File: config.mk
export PLATFORM = sky130hd
export DESIGN_NAME = timer_dma_burst
export DESIGN_NICKNAME = d
export VERILOG_FILES = /design/src/rtl/timer_dma_burst.sv
export SDC_FILE = /design/constraint.sdc
export NUM_CORES = 1
export LEC_CHECK = 0
export BUFFER_PORTS_ARGS = -buffer_cell sky130_fd_sc_hd__clkbuf_2
export CELL_PAD_IN_SITES_DETAIL_PLACEMENT = 0
export CELL_PAD_IN_SITES_GLOBAL_PLACEMENT = 1
export CORE_MARGIN = 10
export CORE_UTILIZATION = 53
export DETAILED_ROUTE_END_ITERATION = 10
export PLACE_DENSITY = 0.89
export SLEW_MARGIN = 20
export SYNTH_ARGS = -nofsm -noshare
export SYNTH_HDL_FRONTEND = slang
export SYNTH_SLANG_ARGS = --single-unit
File: constraint.sdc
create_clock -name clk -period 5.05 [get_ports clk]
set_input_delay 0.7575 -clock clk [delete_from_list [all_inputs] [get_ports clk]]
set_output_delay 0.7575 -clock clk [all_outputs]
set_load 0.03 [all_outputs]
File: src/rtl/timer_dma_burst.sv
module timer_dma_burst #(
  parameter int DATA_W = 32,
  parameter int ADDR_W = 8,
  parameter int NUM_REGS = 8,
  parameter int NUM_EVT = 4,
  parameter int LEN_W = 4,
  parameter logic [7:0] CFG_ADDR = 8'h40,
  parameter logic [7:0] EN_ADDR = 8'h44,
  parameter logic [7:0] WIN_ADDR = 8'h48
) (
  input  logic              clk,
  input  logic              rst_n,
  input  logic              bus_sel,
  input  logic              bus_wr,
  input  logic [ADDR_W-1:0] bus_addr,
  input  logic [DATA_W-1:0] bus_wdata,
  output logic [DATA_W-1:0] bus_rdata,
  output logic              bus_ready,
  input  logic [NUM_EVT-1:0] evt_in,
  output logic              dma_req
);
  localparam int IDX_W = $clog2(NUM_REGS);
  localparam int LEN_LSB = 8;
  localparam logic [ADDR_W-1:0] BANK_END = ADDR_W'(NUM_REGS * 4);

  typedef enum logic [1:0] {S_IDLE, S_REQ, S_GAP} st_t;

  logic [DATA_W-1:0]  bank [NUM_REGS];
  logic [IDX_W-1:0]   start_q;
  logic [LEN_W-1:0]   len_q;
  logic [NUM_EVT-1:0] en_q;
  logic [LEN_W-1:0]   cnt;
  logic               pend;
  st_t                st;

  wire win_hit  = bus_sel && (bus_addr == ADDR_W'(WIN_ADDR));
  wire cfg_hit  = bus_sel && (bus_addr == ADDR_W'(CFG_ADDR));
  wire en_hit   = bus_sel && (bus_addr == ADDR_W'(EN_ADDR));
  wire bank_hit = bus_sel && (bus_addr < BANK_END) && (bus_addr[1:0] == 2'b00);
  wire trig     = |(evt_in & en_q);
  wire ack      = win_hit && (st == S_REQ);

  wire [IDX_W-1:0] dir_idx = bus_addr[IDX_W+1:2];
  wire [IDX_W-1:0] target  = (st == S_IDLE) ? start_q : start_q + IDX_W'(cnt);
  wire [IDX_W-1:0] wr_idx  = win_hit ? target : dir_idx;
  wire             bank_we = bus_wr && (win_hit || bank_hit);

  assign bus_ready = bus_sel;
  assign dma_req   = (st == S_REQ);

  always_comb begin
    bus_rdata = '0;
    if (win_hit)       bus_rdata = bank[target];
    else if (bank_hit) bus_rdata = bank[dir_idx];
    else if (cfg_hit) begin
      bus_rdata[IDX_W-1:0] = start_q;
      bus_rdata[LEN_LSB +: LEN_W] = len_q;
    end
    else if (en_hit)   bus_rdata[NUM_EVT-1:0] = en_q;
  end

  always_ff @(posedge clk or negedge rst_n) begin
    if (!rst_n) begin
      for (int i = 0; i < NUM_REGS; i++) bank[i] <= '0;
    end else if (bank_we) begin
      bank[wr_idx] <= bus_wdata;
    end
  end

  always_ff @(posedge clk or negedge rst_n) begin
    if (!rst_n) begin
      start_q <= '0;
      len_q   <= '0;
      en_q    <= '0;
    end else if (bus_wr) begin
      if (cfg_hit) begin
        start_q <= bus_wdata[IDX_W-1:0];
        len_q   <= bus_wdata[LEN_LSB +: LEN_W];
      end
      if (en_hit) en_q <= bus_wdata[NUM_EVT-1:0];
    end
  end

  always_ff @(posedge clk or negedge rst_n) begin
    if (!rst_n) begin
      st   <= S_IDLE;
      cnt  <= '0;
      pend <= 1'b0;
    end else begin
      pend <= (st == S_IDLE) ? 1'b0 : (pend | trig);
      case (st)
        S_IDLE: if (trig || pend) begin
          st  <= S_REQ;
          cnt <= '0;
        end
        S_REQ: if (ack) begin
          if (cnt == len_q) st <= S_IDLE;
          else begin
            cnt <= cnt + 1'b1;
            st  <= S_GAP;
          end
        end
        S_GAP: st <= S_REQ;
        default: st <= S_IDLE;
      endcase
    end
  end

  p_hold_r6: assert property (@(posedge clk) disable iff (!rst_n)
    (dma_req && !win_hit) |=> dma_req);

  p_drop_r6: assert property (@(posedge clk) disable iff (!rst_n)
    (dma_req && win_hit) |=> !dma_req);

  p_disabled_r5: assert property (@(posedge clk) disable iff (!rst_n)
    ((st == S_IDLE) && !pend && !trig) |=> !dma_req);

  p_pend_restart_r7: assert property (@(posedge clk) disable iff (!rst_n)
    ((st == S_IDLE) && pend) |=> (dma_req && cnt == '0));

  p_win_write_r4: assert property (@(posedge clk) disable iff (!rst_n)
    (win_hit && bus_wr) |=> (bank[$past(target)] == $past(bus_wdata)));
endmodule

==> reports/qor.csv, run 1 <==
stage,metric,value,unit
run_status,status,completed,
yosys,synth_edf_count,0,
worst_setup_path,slowest_delay,560,ps
global_route,grt_overflow_total,0,
worst_setup_path,cp.arrival,3910,ps
timing,finalCritPeriodShare,92.5,%
cells_and_area,multi_input_area,7510,um^2
cells_and_area,fill_cells,1984,
placement,numPortBuffers,81,
cells_and_area,syn_to_final_growth,12.9,%
yosys,yosysWarnings,0,
timing,maxSlewHeadroom,30.1,%
timing,rsz0062_at_grt,no,
die,rows,60,
yosys,synthAdderAreaFrac,0.307,%
die,dieArea,34800,um^2
clocking,cts_tree,yes,
global_route,grt_usage,20.6,%
yosys,yosys.cell_count.top_type,dfrtp_1,
clocking,clk_pin_slew_worst_paths,60,ps
global_route,grt_pass1_vias,10100,
clocking,cts_setup_buffers,0,
yosys,synth_area,14700,um^2
pwr,vdd_drop_max,256,uV
global_route,antenna_found_initial,3,
worst_setup_path,critPathKind,reg2out,
min_path,hold_path.class,in2async,
clocking,cts.sinks,274,
pwr,leakage,7.69,nW
timing,finalSetupViolations,0,
yosys,ys_ff_latch,274,
yosys,syn-num-nets,1046,
clocking,htreeDepth,1,
clocking,ctsHoldBuffers,0,
yosys,synth_top_cells_by_area,"dfrtp_1 47%, mux4_2 18%, mux2_2 17%, mux2_1 3.5%, mux2i_1 2.6%",
cells_and_area,nets,1111,
clocking,cts_resized,0,
worst_setup_path,crit_path_end_kind,output port,
die,io_pins,82,
drt,dr.first_iter.drc_count,740,
yosys,synth_ff_type,dfrtp_1,
worst_setup_path,path_cells,ha_1 -> inv_1 -> fa_1 -> o21ai_0 -> a21boi_4 -> buf_4 -> mux4_2 -> a22oi_1 -> o21ai_0 -> clkbuf_2,
pwr,total_power,5.56,mW
die,die_w,186,um
worst_setup_path,critPathSlowestCell,a21boi_4,
yosys,syn_area_per_cell,14.8,um^2
clocking,cts_made_buffers,30,
yosys,synth-compound-area-share,5.23,%
drt,drt_first_pass_iters,5,
timing,min_period,4670,ps
worst_setup_path,path_max_fanout,24,
clocking,insertion_delay,570,ps
timing,clock.fmax,214,MHz
run,cap_violations,0,
yosys,synth.top_cells.by_count,"274 x dfrtp_1, 221 x mux2_2, 120 x mux4_2",
worst_setup_path,crit_buf_inv,3,
drt,ant_nets,0,
placement,dp_hpwl,22100,um
yosys,synthArstFlopShare,100,%
timing,finalHoldViolations,0,
drt,vias,9336,
yosys,synth_top_family_by_area,multiplexers,
timing,finalClockSkew,27.7,ps
pwr,power_density,335,nW/um^2
yosys,synthCells,995,
die,core_area,27100,um^2
worst_setup_path,critPathMostFrequentCell,o21ai_0,
die,initial_utilization,54.2,%
global_route,grt_pass1_wl,57800,um
clocking,clockBufferDepth,3,
yosys,muxShareOfSynthArea,41.4,%
drt,wire_per_inst,24.6,um
timing,slew_viol_final,0,
yosys,yosysSeqAreaShare,46.7,%
global_route,grt_max_degree,102,
yosys,yosys.area_share.simple,3.20,%
worst_setup_path,worstPathRequired,4290,ps
placement,gp_congestion,0.891,
drt,remaining_drc_errors,0,
worst_setup_path,critPathTopFamily,compound AO/OA/AOI/OAI gates,
clocking,clockRootBuffer,clkbuf_16,
cells_and_area,drive_gt1_share,48.5,%
yosys,yosys.area.top_type_share,46.7,%
cells_and_area,regArea,6860,um^2
die,die_y,186,um
timing,tightest_slew,1040,ps
yosys,synth_cell_types,62,
timing,tns,0,ps
drt,via_per_inst,6.41,
drt,routed_wl,35900,um
worst_setup_path,start_kind,register,
yosys,synth_top_area_cell,dfrtp_1,
yosys,synth_xor_xnor_area_share,0.452,%
-- path summary, 6_finish.rpt --
path | start | to | slack [ps] | cells after the start
max | cnt[0] | bus_rdata[27] | 380 | 10
min reg2reg | bank[215] | bank[215] | 510 | 1
min | rst_n | len_q[1] | 210 | 1
max in group asynchronous | rst_n | bank[119] | 3660 | 2
min in group clk | bank[215] | bank[215] | 510 | 1
max reg2reg | cnt[0] | bank[90] | 1200 | 9
-- final cells by class --
class | instances | share of cell area (%)
Sequential cell | 274 | 41.4
Inverter | 7 | 0.158
Multi-Input combinational cell | 638 | 45.3
Timing Repair Buffer | 109 | 4.23
Tap cell | 372 | 2.81
Antenna cell | 2 | 0.0302
Clock buffer | 38 | 5.20
Clock inverter | 17 | 0.906
-- logic make-up (layout without fill, tap and decap cells) --
| group | count (synthesis) | in the layout |
|---|---|---|
| AND/OR/NAND/NOR | 94 | 94 |
| XOR/XNOR | 6 | 6 |
| adder cells (fa/ha/maj) | 3 | 3 |
| other | 0 | 2 |
| multiplexers | 424 | 424 |
| AO/OA/AOI/OAI | 111 | 111 |
| buffers and inverters | 83 | 171 |
| flip-flops | 274 | 274 |
-- power by group --
| group | internal (mW) | switching (mW) |
|---|---|---|
| clock network | 1.30 | 0.906 |
| registers | 2.27 | 0.0776 |
| logic | 0.430 | 0.564 |
| total | 4.01 | 1.55 |
-- through the flow --
step / instances / worst slack [ps] / utilization, % / hold WS [ps] / area [um^2]
2_1_floorplan: 995 / 1380 / - / 462 / 14700
3_3_place_gp: 1399 / 981 / 57.3 / 481 / 15500
3_5_place_dp: 1399 / 928 / 57.3 / 498 / 15500
4_1_cts: 1454 / 386 / 61.1 / 227 / 16500
5_1_grt: 1457 / 197 / 61.2 / 262 / 16600
6_report: 1457 / 380 / 61.2 / 215 / 16600
-- registers in the layout (all words and copies together) (netlist names) --
| register | count |
|---|---|
| bank | 256 |
| cnt | 4 |
| en_q | 4 |
| len_q | 4 |
| start_q | 3 |
| st | 2 |
| pend | 1 |
-- placed cells by master (no fill, tap or decap), types with 6 or more instances in the layout --
| master | Yosys | final |
|---|---|---|
| a21oi_1 | 12 | 11 |
| a22oi_1 | 31 | 31 |
| buf_4 | 7 | 25 |
| clkbuf_16 | 0 | 31 |
| clkbuf_2 | 1 | 78 |
| clkbuf_8 | 0 | 6 |
| clkinv_2 | 0 | 9 |
| clkinvlp_4 | 0 | 6 |
| dfrtp_1 | 274 | 274 |
| inv_1 | 6 | 6 |
| mux2_1 | 45 | 45 |
| mux2_2 | 221 | 221 |
| mux2i_1 | 38 | 38 |
| mux4_2 | 120 | 120 |
| nand2_1 | 45 | 44 |
| nand3_1 | 12 | 12 |
| nor2_1 | 11 | 10 |
| o21ai_0 | 30 | 30 |
-- metal layers --
metal,GRT usage (%),part of all wire (%),wire length (um)
met2,35.4,51,18400
met5,0,0.036,13
met1,26.0,41,14700
met4,6.41,2.2,783
met3,3.46,5.3,1910
Note: power is estimated with default switching activity, not from simulation.
==> run 2, diff against run 1 <==
--- a/config.mk
+++ b/config.mk
@@ -11,6 +11,8 @@
 export CORE_MARGIN = 10
 export CORE_UTILIZATION = 53
 export DETAILED_ROUTE_END_ITERATION = 10
+export GPL_TIMING_DRIVEN = 0
+export MAX_ROUTING_LAYER = met4
 export PLACE_DENSITY = 0.89
 export SLEW_MARGIN = 20
 export SYNTH_ARGS = -nofsm -noshare
==> run 2 against run 1 <==
Effect of this change:
- wire length is 6.0% higher
- setup slack worse by 300 ps
- sequential share of layout area hardly changed
- first-iteration DRC count is 21% higher
- register-to-register slack better by 120 ps
- global-route usage is 1.6 points higher
- highest routed layer is now met4
- die area stayed put
- utilization hardly changed
- non-clock buffer count is 47 higher
- clock-buffer cell count is 11 higher
- sequential cell count stayed put
==> reports/qor.csv, run 2 (synthesis results as in run 1) <==
stage,metric,value,unit,change
clocking,clockBufferDepth,3,,unchanged
drt,vias,9599,,+2.8%
worst_setup_path,start_kind,register,,
worst_setup_path,worstPathRequired,4290,ps,about the same
worst_setup_path,r2r_start,cnt[0],,
global_route,grt_max_degree,88,,-14%
global_route,grt_usage,22.2,%,+1.6 points
die,die_w,186,um,unchanged
timing,finalCritPeriodShare,98.4,%,+5.9 points
pwr,vdd_drop_max,269,uV,+5.2%
worst_setup_path,path_max_fanout,10,,-58%
cells_and_area,final_util,61.2,%,about the same
drt,routed_wl,38100,um,+6.0%
worst_setup_path,critPathKind,reg2out,,
timing,fin_ws,80.1,ps,-300 ps
global_route,grt_pass1_wl,59800,um,+3.5%
die,rows,60,,unchanged
placement,dp_hpwl,25600,um,+16%
clocking,cts_setup_buffers,0,,unchanged
pwr,power_density,330,nW/um^2,-1.4%
cells_and_area,largest_reg_flops,256,,unchanged
die,die_y,186,um,unchanged
clocking,cts.sinks,274,,unchanged
global_route,grt_pass1_vias,10100,,-0.14%
clocking,ctsHoldBuffers,0,,unchanged
timing,slew_viol_final,0,,unchanged
die,initial_utilization,54.2,%,unchanged
placement,gp_congestion,0.894,,+0.39%
placement,dp_slack,180,ps,-748 ps
cells_and_area,drive_gt1_share,46.6,%,-1.8 points
worst_setup_path,cp-startpoint,cnt[0],,
worst_setup_path,cp.arrival,4210,ps,+300 ps
timing,finalHoldViolations,0,,unchanged
timing,finalClockSkew,9.07,ps,-18.6 ps
cells_and_area,regMostFlops,bank,,
run_status,status,completed,,
timing,tightest_slew,1070,ps,+26.1 ps
placement,numPortBuffers,77,,-4.9%
drt,remaining_drc_errors,0,,unchanged
clocking,cts_tree,yes,,
timing,min_period,4970,ps,+300 ps
clocking,clk_pin_slew_worst_paths,60,ps,about the same
worst_setup_path,crit_path_end_kind,output port,,
drt,ant_nets,0,,unchanged
timing,finalSetupViolations,0,,unchanged
cells_and_area,layout_common_cells,"274 x dfrtp_1, 221 x mux2_2, 120 x mux4_2",,
worst_setup_path,reg2reg_slack,1320,ps,+120 ps
cells_and_area,instances_no_fill,1503,,+3.2%
global_route,grt_overflow_total,0,,unchanged
placement,placed_area,15600,um^2,+0.59%
global_route,antenna_found_initial,1,,-2
timing,clock.fmax,201,MHz,-6.0%
clocking,clockRootBuffer,clkbuf_16,,
cells_and_area,nets,1158,,+4.2%
min_path,hold_path.class,in2async,,
die,io_pins,82,,unchanged
clocking,insertion_delay,560,ps,about the same
run,cap_violations,0,,unchanged
drt,via_per_inst,6.39,,-0.33%
clocking,htreeDepth,1,,unchanged
timing,tns,0,ps,unchanged
clocking,cts_made_buffers,30,,unchanged
die,dieArea,34800,um^2,unchanged
die,core_area,27100,um^2,unchanged
cells_and_area,syn_to_final_growth,13.0,%,about the same
drt,drt_first_pass_iters,5,,unchanged
placement,placed_cells,1447,,+3.4%
drt,wire_per_inst,25.3,um,+2.8%
clocking,cts_resized,2,,+2
timing,maxSlewHeadroom,28.1,%,-2.1 points
drt,dr.first_iter.drc_count,897,,+21%
pwr,leakage,7.75,nW,+0.68%
cells_and_area,mostFrequentLayoutCell,dfrtp_1,,
cells_and_area,fin_area,16600,um^2,about the same
-- run 2: cell types whose count changed in the layout (fill, tap and decap cells not counted), sizes merged, moves of 2 or more --
| cell | delta |
|---|---|
| clkinv | -6 |
| buf | +20 |
| clkbuf | +38 |
| bufinv | -2 |
| clkinvlp | -4 |
-- run 2: where the power goes --
group / leakage (nW) / total, mW / internal [mW] / switching (mW)
clock network: 0.456 / 2.09 / 1.21 / 0.874
logic: 3.50 / 1.05 / 0.425 / 0.625
registers: 3.79 / 2.34 / 2.28 / 0.0678
-- run 2: final timing paths --
path                                  to  cells past startpoint
setup / recovery           bus_rdata[17]                     11
hold / removal                    cnt[2]                      1
setup reg to reg               bank[191]                      9
hold reg to reg                bank[196]                      1
max in group asynchronous       bank[17]                      3
min in group clk               bank[196]                      1
-- run 2: metal layers --
layer | share of wire, % | vias up | global-route usage [%]
met4 | 2.4 | 0 | 6.41
li1 | - | 4117 | -
met1 | 43 | 5110 | 29.0
met2 | 49 | 307 | 35.7
met3 | 5.7 | 65 | 3.00
met5 | 0 | - | -
-- run 2: critical path, cell delays in order (launching register included) --
cell      delay, ps
dfrtp_1         480
ha_1            190
inv_1            50
fa_1            400
xor2_1          200
or3_1           320
clkbuf_1        190
a21oi_2         790
clkbuf_2        450
a22oi_1         110
o21ai_0         200
clkbuf_2        280
-- run 2: through the flow --
stage,total power [mW],hold WS [ps]
after floorplan,3.08,462
after global placement,3.39,483
after detailed placement,3.42,497
after CTS,5.51,117
after global routing,5.70,132
final,5.48,111
-- run 2: layout make-up --
type,instances,area [um^2]
clock buffers,49,903
fillers,2083,10500
clock inverters,6,38.8
plain buffers,76,378
repair buffers,80,477
flip-flops and latches,274,6860
multi-input cells,638,7440
well taps,372,465
inverters,7,26.3
diodes,1,2.50
==> run 3, diff against run 2 <==
--- a/config.mk
+++ b/config.mk
@@ -14,6 +14,7 @@
 export GPL_TIMING_DRIVEN = 0
 export MAX_ROUTING_LAYER = met4
 export PLACE_DENSITY = 0.89
+export REMOVE_ABC_BUFFERS = 1
 export SLEW_MARGIN = 20
 export SYNTH_ARGS = -nofsm -noshare
 export SYNTH_HDL_FRONTEND = slang
==> run 3 against run 2 <==
Effect of this change:
- via count down 2.9%
- largest power group unchanged
- critical path depth down 1
- die area unchanged
- clock power up 6%
- cell count down 2.9%
- critical path type is now in2out
==> reports/qor.csv, run 3 (synthesis results as in run 1) <==
stage,metric,value,unit,change
clocking,clockRootBuffer,clkbuf_16,,
timing,finalSetupViolations,0,,unchanged
worst_setup_path,worstPathRequired,4290,ps,about the same
drt,via_per_inst,6.39,,about the same
die,initial_utilization,54.2,%,unchanged
timing,rsz0062_at_grt,no,,
timing,min_period,4810,ps,-165 ps
placement,dp_hpwl,23200,um,-9.5%
drt,remaining_drc_errors,0,,unchanged
global_route,grt_overflow_total,0,,unchanged
die,die_y,186,um,unchanged
drt,drt_first_pass_iters,5,,unchanged
worst_setup_path,reg2reg_slack,1200,ps,-120 ps
pwr,power_density,333,nW/um^2,+0.76%
timing,maxSlewHeadroom,39.3,%,+11 points
worst_setup_path,cp.arrival,4050,ps,-160 ps
die,core_area,27100,um^2,unchanged
clocking,clockBufferDepth,3,,unchanged
die,rows,60,,unchanged
timing,slew_viol_final,0,,unchanged
placement,numPortBuffers,81,,+5.2%
global_route,grt_max_degree,90,,+2.3%
cells_and_area,largest_reg_flops,256,,unchanged
placement,gp_congestion,0.820,,-8.3%
die,die_w,186,um,unchanged
global_route,grt_pass1_wl,56900,um,-5.0%
clocking,htreeDepth,1,,unchanged
run,cap_violations,0,,unchanged
pwr,p_clk_share,39.4,%,+1.3 points
pwr,leakage,7.86,nW,+1.5%
run_status,status,completed,,
worst_setup_path,r2r-end,bank[23],,
drt,wire_per_inst,24.6,um,-2.7%
timing,clock.fmax,208,MHz,+3.4%
pwr,total_power,5.64,mW,+2.9%
clocking,cts_made_buffers,29,,-3.3%
worst_setup_path,path_max_fanout,44,,+34
min_path,hold_path.class,in2async,,
drt,vias,9320,,-2.9%
global_route,grt_usage,20.9,%,-1.3 points
global_route,grt_pass1_vias,9909,,-2.2%
die,dieArea,34800,um^2,unchanged
global_route,antenna_found_initial,2,,+1
pwr,p_sw_share,27.3,%,-1.3 points
worst_setup_path,start_kind,input pin,,
placement,placed_cells,1405,,-2.9%
cells_and_area,instances_no_fill,1459,,-2.9%
worst_setup_path,reg2reg_depth,10,,+1
worst_setup_path,r2r_start,cnt[0],,
clocking,clk_pin_slew_worst_paths,60,ps,about the same
timing,finalClockSkew,11.1,ps,+2.04 ps
pwr,vdd_drop_max,250,uV,-7.0%
cells_and_area,mostFrequentLayoutCell,dfrtp_1,,
drt,ant_nets,0,,unchanged
cells_and_area,drive_gt1_share,48.4,%,+1.7 points
timing,tightest_slew,903,ps,-166 ps
worst_setup_path,critPathKind,in2out,,
cells_and_area,syn_to_final_growth,15.4,%,
clocking,ctsHoldBuffers,0,,unchanged
cells_and_area,nets,1116,,-3.6%
cells_and_area,final_util,62.5,%,+1.3 points
pwr,power_frac_comb,19.0,%,-0.2 points
pwr,seqPwrFrac,41.6,%,-1.1 points
die,io_pins,82,,unchanged
drt,dr.first_iter.drc_count,637,,-29%
drt,routed_wl,35900,um,-5.6%
cells_and_area,regMostFlops,bank,,
cells_and_area,layout_common_cells,"274 x dfrtp_1, 221 x mux2_2, 120 x mux4_2",,
clocking,cts.sinks,274,,unchanged
clocking,cts_tree,yes,,
pwr,internal_power,4.10,mW,+4.8%
worst_setup_path,crit_path_end_kind,output port,,
timing,finalHoldViolations,0,,unchanged
timing,finalCritPeriodShare,95.2,%,-3.3 points
clocking,insertion_delay,560,ps,about the same
pwr,power.switching,1.54,mW,-1.6%
-- run 3: cell types whose count changed in the layout (fill, tap and decap cells not counted), moves of 3 or more --
cell,previous run,this run
buf_8,0,6
buf_2,30,0
buf_16,3,14
clkbuf_1,35,3
buf_1,8,0
clkbuf_8,7,11
clkbuf_2,81,78
buf_6,3,7
bufinv_16,0,3
buf_4,7,4
buf_12,0,3
-- run 3: worst max-delay path: stages --
cell	delay, ps
clkbuf_8	270
buf_16	300
nor4b_1	560
nand3_1	580
nor3_4	680
buf_8	230
buf_6	160
a22oi_1	90
o21ai_0	100
clkbuf_2	250
-- run 3: cell type report --
class / instances / area, um^2
fillers: 1975 / 10200
well taps: 372 / 465
clock inverters: 10 / 143
clock buffers: 41 / 861
flip-flops and latches: 274 / 6860
multi-input cells: 638 / 7520
inverters: 7 / 28.8
repair buffers: 115 / 1070
diodes: 2 / 5.00
-- run 3: metal layers --
metal / global-route usage (%) / up-vias / share of wire (%)
li1: - / 4020 / -
met1: 27.4 / 4965 / 44
met2: 33.0 / 285 / 48
met3: 4.23 / 50 / 5.9
met4: 5.07 / 0 / 2.2
met5: - / - / 0
-- run 3: stage by stage --
stage | setup slack [ps] | setup TNS [ps] | hold slack (ps) | instance area, um^2
2_1_floorplan | -1510 | -144610 | 462 | 14300
3_3_place_gp | -5600 | -1604530 | 481 | 15200
3_5_place_dp | 164 | 0 | 496 | 15900
4_1_cts | 166 | 0 | 173 | 16900
5_1_grt | 30.7 | 0 | 191 | 16900
6_report | 245 | 0 | 164 | 16900
-- run 3: timing repair --
action,in CTS,in global routing
setup buffers,0,1
gates resized for setup,0,0
endpoints found under the setup margin,0,5
-- run 3: worst max path at each step --
stage	end	slack, ps	start
6_report	bus_rdata[17]	240	bus_addr[2]
5_1_grt	bus_rdata[29]	30	bus_addr[2]
4_1_cts	bus_rdata[19]	170	bus_addr[2]
3_5_place_dp	bus_rdata[19]	160	bus_addr[2]
3_3_place_gp	bank[60]	-5600	cnt[0]
2_1_floorplan	bank[0]	-1510	cnt[0]
-- run 3: power groups by stage --
stage          Combinational (mW)  Clock, mW  Sequential, mW
3_3_place_gp                 1.01          0            2.38
6_report                     1.07       2.22            2.35
5_1_grt                      1.16       2.35            2.36
2_1_floorplan               0.696          0            2.36
3_5_place_dp                 1.07          0            2.39
4_1_cts                      1.08       2.25            2.35
